**src/rtl/arb_pkg.sv**
```systemverilog
package arb_pkg;
  localparam int unsigned DEF_PORTS = 13;

  typedef enum logic {
    PH_IDLE  = 1'b0,
    PH_TXCOL = 1'b1
  } phase_e;
endpackage

```
**src/rtl/arb_rst_sync.sv**
```systemverilog
module arb_rst_sync (
  input  logic clk,
  input  logic rst_n,
  output logic rst_sync_n
);
  logic [1:0] sync_q;

  always_ff @(posedge clk or negedge rst_n) begin
    if (!rst_n) sync_q <= 2'b00;
    else        sync_q <= {sync_q[0], 1'b1};
  end

  assign rst_sync_n = sync_q[1];
endmodule

```
**src/rtl/arb_req_qual.sv**
```systemverilog
module arb_req_qual #(
  parameter int unsigned N_PORTS = arb_pkg::DEF_PORTS
) (
  input  arb_pkg::phase_e     phase,
  input  logic [N_PORTS-1:0]  act_i,
  input  logic [N_PORTS-1:0]  col_i,
  output logic [N_PORTS-1:0]  req_o
);
  import arb_pkg::*;

  for (genvar p = 0; p < N_PORTS; p++) begin : g_port
    always_comb begin
      if (phase == PH_TXCOL) req_o[p] = col_i[p];
      else                   req_o[p] = act_i[p] | col_i[p];
    end
  end
endmodule

```
**src/rtl/arb_prio_chain.sv**
```systemverilog
module arb_prio_chain #(
  parameter int unsigned N_PORTS = arb_pkg::DEF_PORTS
) (
  input  logic               en_in,
  input  logic [N_PORTS-1:0] req_i,
  output logic [N_PORTS-1:0] grant_o,
  output logic               en_out
);
  logic [N_PORTS:0] en_link;

  assign en_link[0] = en_in;

  for (genvar p = 0; p < N_PORTS; p++) begin : g_link
    assign grant_o[p]   = en_link[p] & req_i[p];
    assign en_link[p+1] = en_link[p] & ~req_i[p];
  end

  assign en_out = en_link[N_PORTS];
endmodule

```
**src/rtl/arb_idx_enc.sv**
```systemverilog
module arb_idx_enc #(
  parameter int unsigned N_PORTS = arb_pkg::DEF_PORTS,
  parameter int unsigned IDX_W   = $clog2(N_PORTS + 1)
) (
  input  logic [N_PORTS-1:0] grant_i,
  output logic [IDX_W-1:0]   idx_o,
  output logic               any_o
);
  always_comb begin
    idx_o = '0;
    for (int p = 0; p < N_PORTS; p++) begin
      if (grant_i[p]) idx_o = idx_o | IDX_W'(p + 1);
    end
    any_o = |grant_i;
  end
endmodule

```
**src/rtl/port_chain_arbiter.sv**
```systemverilog
module port_chain_arbiter #(
  parameter int unsigned N_PORTS = arb_pkg::DEF_PORTS,
  localparam int unsigned IDX_W  = $clog2(N_PORTS + 1)
) (
  input  logic               clk,
  input  logic               rst_n,
  input  logic               chain_in,
  input  logic               phase_col,
  input  logic               cap_stb,
  input  logic [N_PORTS-1:0] port_act,
  input  logic [N_PORTS-1:0] port_col,
  output logic [IDX_W-1:0]   win_idx,
  output logic               win_valid,
  output logic               chain_out
);
  import arb_pkg::*;

  logic               rst_sync_n;
  logic [N_PORTS-1:0] req;
  logic [N_PORTS-1:0] grant;
  logic [IDX_W-1:0]   enc_idx;
  logic               enc_any;
  logic [IDX_W-1:0]   idx_d, idx_q;
  logic               vld_d, vld_q;
  phase_e             phase;

  assign phase = phase_col ? PH_TXCOL : PH_IDLE;

  arb_rst_sync u_rst (
    .clk        (clk),
    .rst_n      (rst_n),
    .rst_sync_n (rst_sync_n)
  );

  arb_req_qual #(.N_PORTS(N_PORTS)) u_qual (
    .phase (phase),
    .act_i (port_act),
    .col_i (port_col),
    .req_o (req)
  );

  arb_prio_chain #(.N_PORTS(N_PORTS)) u_chain (
    .en_in   (chain_in),
    .req_i   (req),
    .grant_o (grant),
    .en_out  (chain_out)
  );

  arb_idx_enc #(.N_PORTS(N_PORTS), .IDX_W(IDX_W)) u_enc (
    .grant_i (grant),
    .idx_o   (enc_idx),
    .any_o   (enc_any)
  );

  // next-state
  always_comb begin
    idx_d = idx_q;
    vld_d = vld_q;
    if (cap_stb) begin
      idx_d = enc_idx;
      vld_d = enc_any;
    end
  end

  // registers
  always_ff @(posedge clk or negedge rst_sync_n) begin
    if (!rst_sync_n) begin
      idx_q <= '0;
      vld_q <= 1'b0;
    end else begin
      idx_q <= idx_d;
      vld_q <= vld_d;
    end
  end

  assign win_idx   = idx_q;
  assign win_valid = vld_q;

  // at most one port granted
  a_r1_single_grant: assert property (@(posedge clk) disable iff (!rst_sync_n)
    $onehot0(grant));
  // an outgoing enable excludes any local grant
  a_r2_out_excl: assert property (@(posedge clk) disable iff (!rst_sync_n)
    chain_out |-> (grant == '0));
  // no incoming enable, no grant
  a_r3_gate: assert property (@(posedge clk) disable iff (!rst_sync_n)
    !chain_in |-> (grant == '0) && !chain_out);
  // hold between strobes
  a_r6_hold: assert property (@(posedge clk) disable iff (!rst_sync_n)
    !cap_stb |=> $stable(win_idx) && $stable(win_valid));
  // invalid reads as zero
  a_r7_zero: assert property (@(posedge clk) disable iff (!rst_sync_n)
    !win_valid |-> (win_idx == '0));
  // valid index lies in port range
  a_r1_range: assert property (@(posedge clk) disable iff (!rst_sync_n)
    win_valid |-> (win_idx >= IDX_W'(1)) && (win_idx <= IDX_W'(N_PORTS)));
endmodule

```
**config.mk**
```make
export PLATFORM = sky130hd
export DESIGN_NAME = port_chain_arbiter
export DESIGN_NICKNAME = d
export VERILOG_FILES = /design/src/rtl/arb_pkg.sv /design/src/rtl/arb_rst_sync.sv /design/src/rtl/arb_req_qual.sv /design/src/rtl/arb_prio_chain.sv /design/src/rtl/arb_idx_enc.sv /design/src/rtl/port_chain_arbiter.sv
export SDC_FILE = /design/constraint.sdc
export NUM_CORES = 1
export LEC_CHECK = 0
export ABC_AREA = 1
export BUFFER_PORTS_ARGS = -buffer_cell sky130_fd_sc_hd__buf_2
export CAP_MARGIN = 30
export CORE_MARGIN = 2
export CORE_UTILIZATION = 39
export DETAILED_ROUTE_END_ITERATION = 8
export HOLD_SLACK_MARGIN = 0.12
export PLACE_DENSITY = 0.83
export SLEW_MARGIN = 0
export SYNTH_ARGS = -nofsm -noshare
export SYNTH_HDL_FRONTEND = slang
export SYNTH_SLANG_ARGS = --single-unit
```
**constraint.sdc**
```tcl
create_clock -name clk -period 1.1 [get_ports clk]
set_input_delay 0.11 -clock clk [delete_from_list [all_inputs] [get_ports clk]]
set_output_delay 0.11 -clock clk [all_outputs]
set_load 0.01 [all_outputs]
```
==> reports/qor_table.md <==
| Quantity | Reported | Unit |
|---|---|---|
| Status | finished, violations left | - |
| Violations in the final reports | setup timing | - |
| CTS tree | done | - |
| Maximum number of pins on one net before global-route repair | 9 | - |
| Fin Setup TNS | -1.03 | ns |
| Crit. End Element | register | - |
| Data required time of the worst path | 1.27 | ns |
| Endpoint of the worst register-to-register path | win_valid | - |
| Die width | 45.2 | um |
| Net total in the final layout | 190 | - |
| Number of violations reported at the end of detailed-routing iteration 0 | 31 | - |
| Number of pins exceeding their max-slew limit in the final report | 0 | - |
| Source-to-sink clock delay at the later pin of the worst-skew pair | 0.25 | ns |
| Setup repair after global routing missed its margin | yes | - |
| Startpoint kind of the worst setup timing path | input pin | - |
| Area of the core | 1540 | sq um |
| Setup slack, reg-to-reg | 0.22 | ns |
| DRC viols | 0 | - |
| Max rail drop VDD | 0.917 | mV |
| CTS root buffer | sky130_fd_sc_hd__clkbuf_4 | - |
| Ant. Diodes | 0 | - |
| Clock buffer depth | 2 | - |
| Placement-stage cell area | 978 | sq um |
| Starting utilization of the core area | 43.0 | % |
| Final GP Congestion | 0.827 | - |
| Cells after synthesis | 94 | - |
| Biggest area consumer among synthesized cells | sky130_fd_sc_hd__dfrtp_1 | - |
| Site row count | 14 | - |
| Via count | 933 | - |
| Number of failing hold endpoints at the final stage | 0 | - |
| Synth Cell Area | 663 | sq um |
| Wirelength per Cell | 13.7 | um |
| Worst reg2reg startpoint | win_valid | - |
| Setup Skew | 0.00345 | ns |
| Worst path bufs/invs | 7 | - |
| Final ANT Viol Nets | 0 | - |
| Number of global-route vias before repair | 785 | - |
| Biggest area contributors in the synthesized netlist | sky130_fd_sc_hd__dfrtp_1 26%, sky130_fd_sc_hd__inv_1 10%, sky130_fd_sc_hd__a21oi_4 9.8% | - |
| Flip-flop and latch count after synthesis | 7 | - |
| Startpoint-to-endpoint class of the critical path | input pin to register | - |
| Syn avg cell area | 7.05 | sq um |
| Layout overhead on the synthesized area | 90.2 | % |
| Max stage delay cell, worst path | sky130_fd_sc_hd__a21o_4 | - |
| Buffers added on ports | 36 | - |
| Worst Hold Class | input pin to asynchronous set/reset pin | - |
| Highest attainable clock frequency | 767 | MHz |
| Crit path arrival time | 1.48 | ns |
| Final setup vio count | 6 | - |
| Number of fillers in the final layout | 98 | - |
| Length in cells of the worst reg-to-reg path | 3 | - |
| Estimated wirelength of the detail-placed design | 1.44 | mm |
| Via density per instance | 5.36 | - |
| Routed wire length | 2.39 | mm |
| Power Density | 703 | nW/um^2 |
| Critical Path, Cell by Cell | buf_8 > inv_12 > buf_12 > a21o_4 > inv_4 > nand4_4 > nor2_4 > buf_6 > buf_6 > nand4_4 > inv_4 > nor2_2 > nor2_1 | - |
| Vert. Die Dim | 45.2 | um |
| Post-synth cell types | 22 | - |
| Cell family contributing the most delay on the critical path | buffers and inverters | - |
| Number of antenna violations at the first check in global routing | 0 | - |
| Clock-pin transition on the worst setup and hold timing paths | 0.05 | ns |
| Pre-antenna DRT Iters | 4 | - |
| GR Overflow Total | 0 | - |
| Cts bufs inserted | 3 | - |
| Number of nets in the synthesized netlist | 125 | - |
| Fraction of final layout cells sized beyond drive strength 1 | 63.9 | % |
| Ports | 37 | - |
| Overall track demand over capacity in global routing | 20.9 | % |
| Critical-path maximum fanout | 8 | - |
| Cell area after layout | 1260 | sq um |
| Yosys synthesis warning count | 0 | - |
| Critical Path Max Stage Delay | 0.21 | ns |
| Final critical-path share of the clock period | 119 | % |
| Proportion of netlist area held by the largest area contributor | 26.4 | % |
| Final critical-path required period | 1.30 | ns |
| Number of clock sinks seen by CTS | 7 | - |
| Max Cap Violations | 0 | - |
| Least setup slack across all paths after layout | -0.204 | ns |
| H-tree lvl count | 1 | - |
| Full die area | 2050 | sq um |
| First-pass GRT wire length | 3.11 | mm |
| Share of synthesized area occupied by flip-flops and latches | 26.4 | % |
| Static leakage power | 0.663 | nW |
==> per-layer routing <==
| layer | global-route usage, % | up-vias | wire length [um] |
|---|---|---|---|
| met2 | 34.6 | 47 | 1170 |
| met3 | 8.80 | 10 | 175 |
| met4 | 4.71 | 0 | 51 |
| met1 | 25.2 | 448 | 990 |
| met5 | 0 | - | 0 |
| li1 | - | 428 | - |
==> synth_stat cells <==
cell type and number:
sky130_fd_sc_hd__a21o_2 3, sky130_fd_sc_hd__a21oi_1 5, sky130_fd_sc_hd__a21oi_4 4, sky130_fd_sc_hd__a31oi_1 1
sky130_fd_sc_hd__buf_6 1, sky130_fd_sc_hd__clkinv_1 1, sky130_fd_sc_hd__conb_1 1, sky130_fd_sc_hd__dfrtp_1 7
sky130_fd_sc_hd__inv_1 18, sky130_fd_sc_hd__inv_2 1, sky130_fd_sc_hd__nand2_1 15, sky130_fd_sc_hd__nand2_2 1
sky130_fd_sc_hd__nand3_1 9, sky130_fd_sc_hd__nand3_4 1, sky130_fd_sc_hd__nand4_1 3, sky130_fd_sc_hd__nand4_2 2
sky130_fd_sc_hd__nor2_1 14, sky130_fd_sc_hd__nor2_4 2, sky130_fd_sc_hd__o21ai_0 1, sky130_fd_sc_hd__o21ai_1 1
sky130_fd_sc_hd__o41ai_1 1, sky130_fd_sc_hd__or2_2 2
==> worst max-delay path by stage <==
stage / to / slack [ns] / startpoint / cells past startpoint
detailed placement: chain_out / -0.42 / phase_col / 12
global route: win_idx[2] / -0.30 / phase_col / 15
floorplan: win_idx[0] / -0.13 / phase_col / 11
CTS: chain_out / -0.17 / phase_col / 12
global placement: win_idx[3] / -0.37 / phase_col / 8
finish: win_idx[2] / -0.20 / phase_col / 13
==> sequential cells by signal, summed over array words and instances (netlist names) <==
register,flops
win_idx,4
u_rst.sync_q,2
win_valid,1
==> repair_timing <==
item	CTS	global route
endpoints found under the setup margin	6	6
gates resized for setup	17	23
hold buffers	2	0
endpoints found under the hold margin	7	0
pin swaps	6	7
buffers inserted	4	6
==> power breakdown <==
part | switching, mW | internal (mW) | leakage (nW)
combinational | 0.193 | 0.178 | 0.564
sequential | 0.0108 | 0.279 | 0.0834
clock | 0.0868 | 0.138 | 0.0150
==> stage by stage <==
stage	cells	hold slack [ns]	power (mW)	utilization, %	worst slack (ns)
after global placement	158	-0.105	0.558	63.5	-0.371
after floorplan	94	-0.186	0.426	-	-0.127
after global routing	174	0.172	0.939	81.8	-0.301
after detailed placement	158	-0.101	0.567	63.5	-0.415
after CTS	168	0.174	0.833	72.4	-0.175
final	174	0.176	0.886	81.8	-0.204
==> placed cells by master, fill, tap and decap left out, types with 3 or more instances in the layout <==
cell type	n
sky130_fd_sc_hd__a21oi_1	3
sky130_fd_sc_hd__nand2_4	4
sky130_fd_sc_hd__nand3_1	4
sky130_fd_sc_hd__a21oi_4	4
sky130_fd_sc_hd__nand4_1	3
sky130_fd_sc_hd__inv_1	16
sky130_fd_sc_hd__nor2_1	8
sky130_fd_sc_hd__buf_4	20
sky130_fd_sc_hd__nor2_4	5
sky130_fd_sc_hd__clkbuf_4	3
sky130_fd_sc_hd__nor2_2	3
sky130_fd_sc_hd__nand3_2	5
sky130_fd_sc_hd__dfrtp_1	7
sky130_fd_sc_hd__buf_2	35
sky130_fd_sc_hd__nand2_1	9
==> cell families after synthesis <==
| family | Yosys count | synth area share (%) |
|---|---|---|
| buffers and inverters | 21 | 13.0 |
| and+or+nand+nor | 49 | 38.7 |
| DFF | 7 | 26.4 |
| other | 1 | 0.565 |
| AOI/OAI and AO/OA | 16 | 21.3 |
==> cell type report <==
cell class,instances,area (sq um),share of cell area [%]
repair buffers,61,403,31.9
inverters,20,92.6,7.34
well taps,16,20.0,1.59
clock buffers,4,26.3,2.08
multi-input cells,66,544,43.2
flip-flops and latches,7,175,13.9
Power figures use the tool's default switching activity.
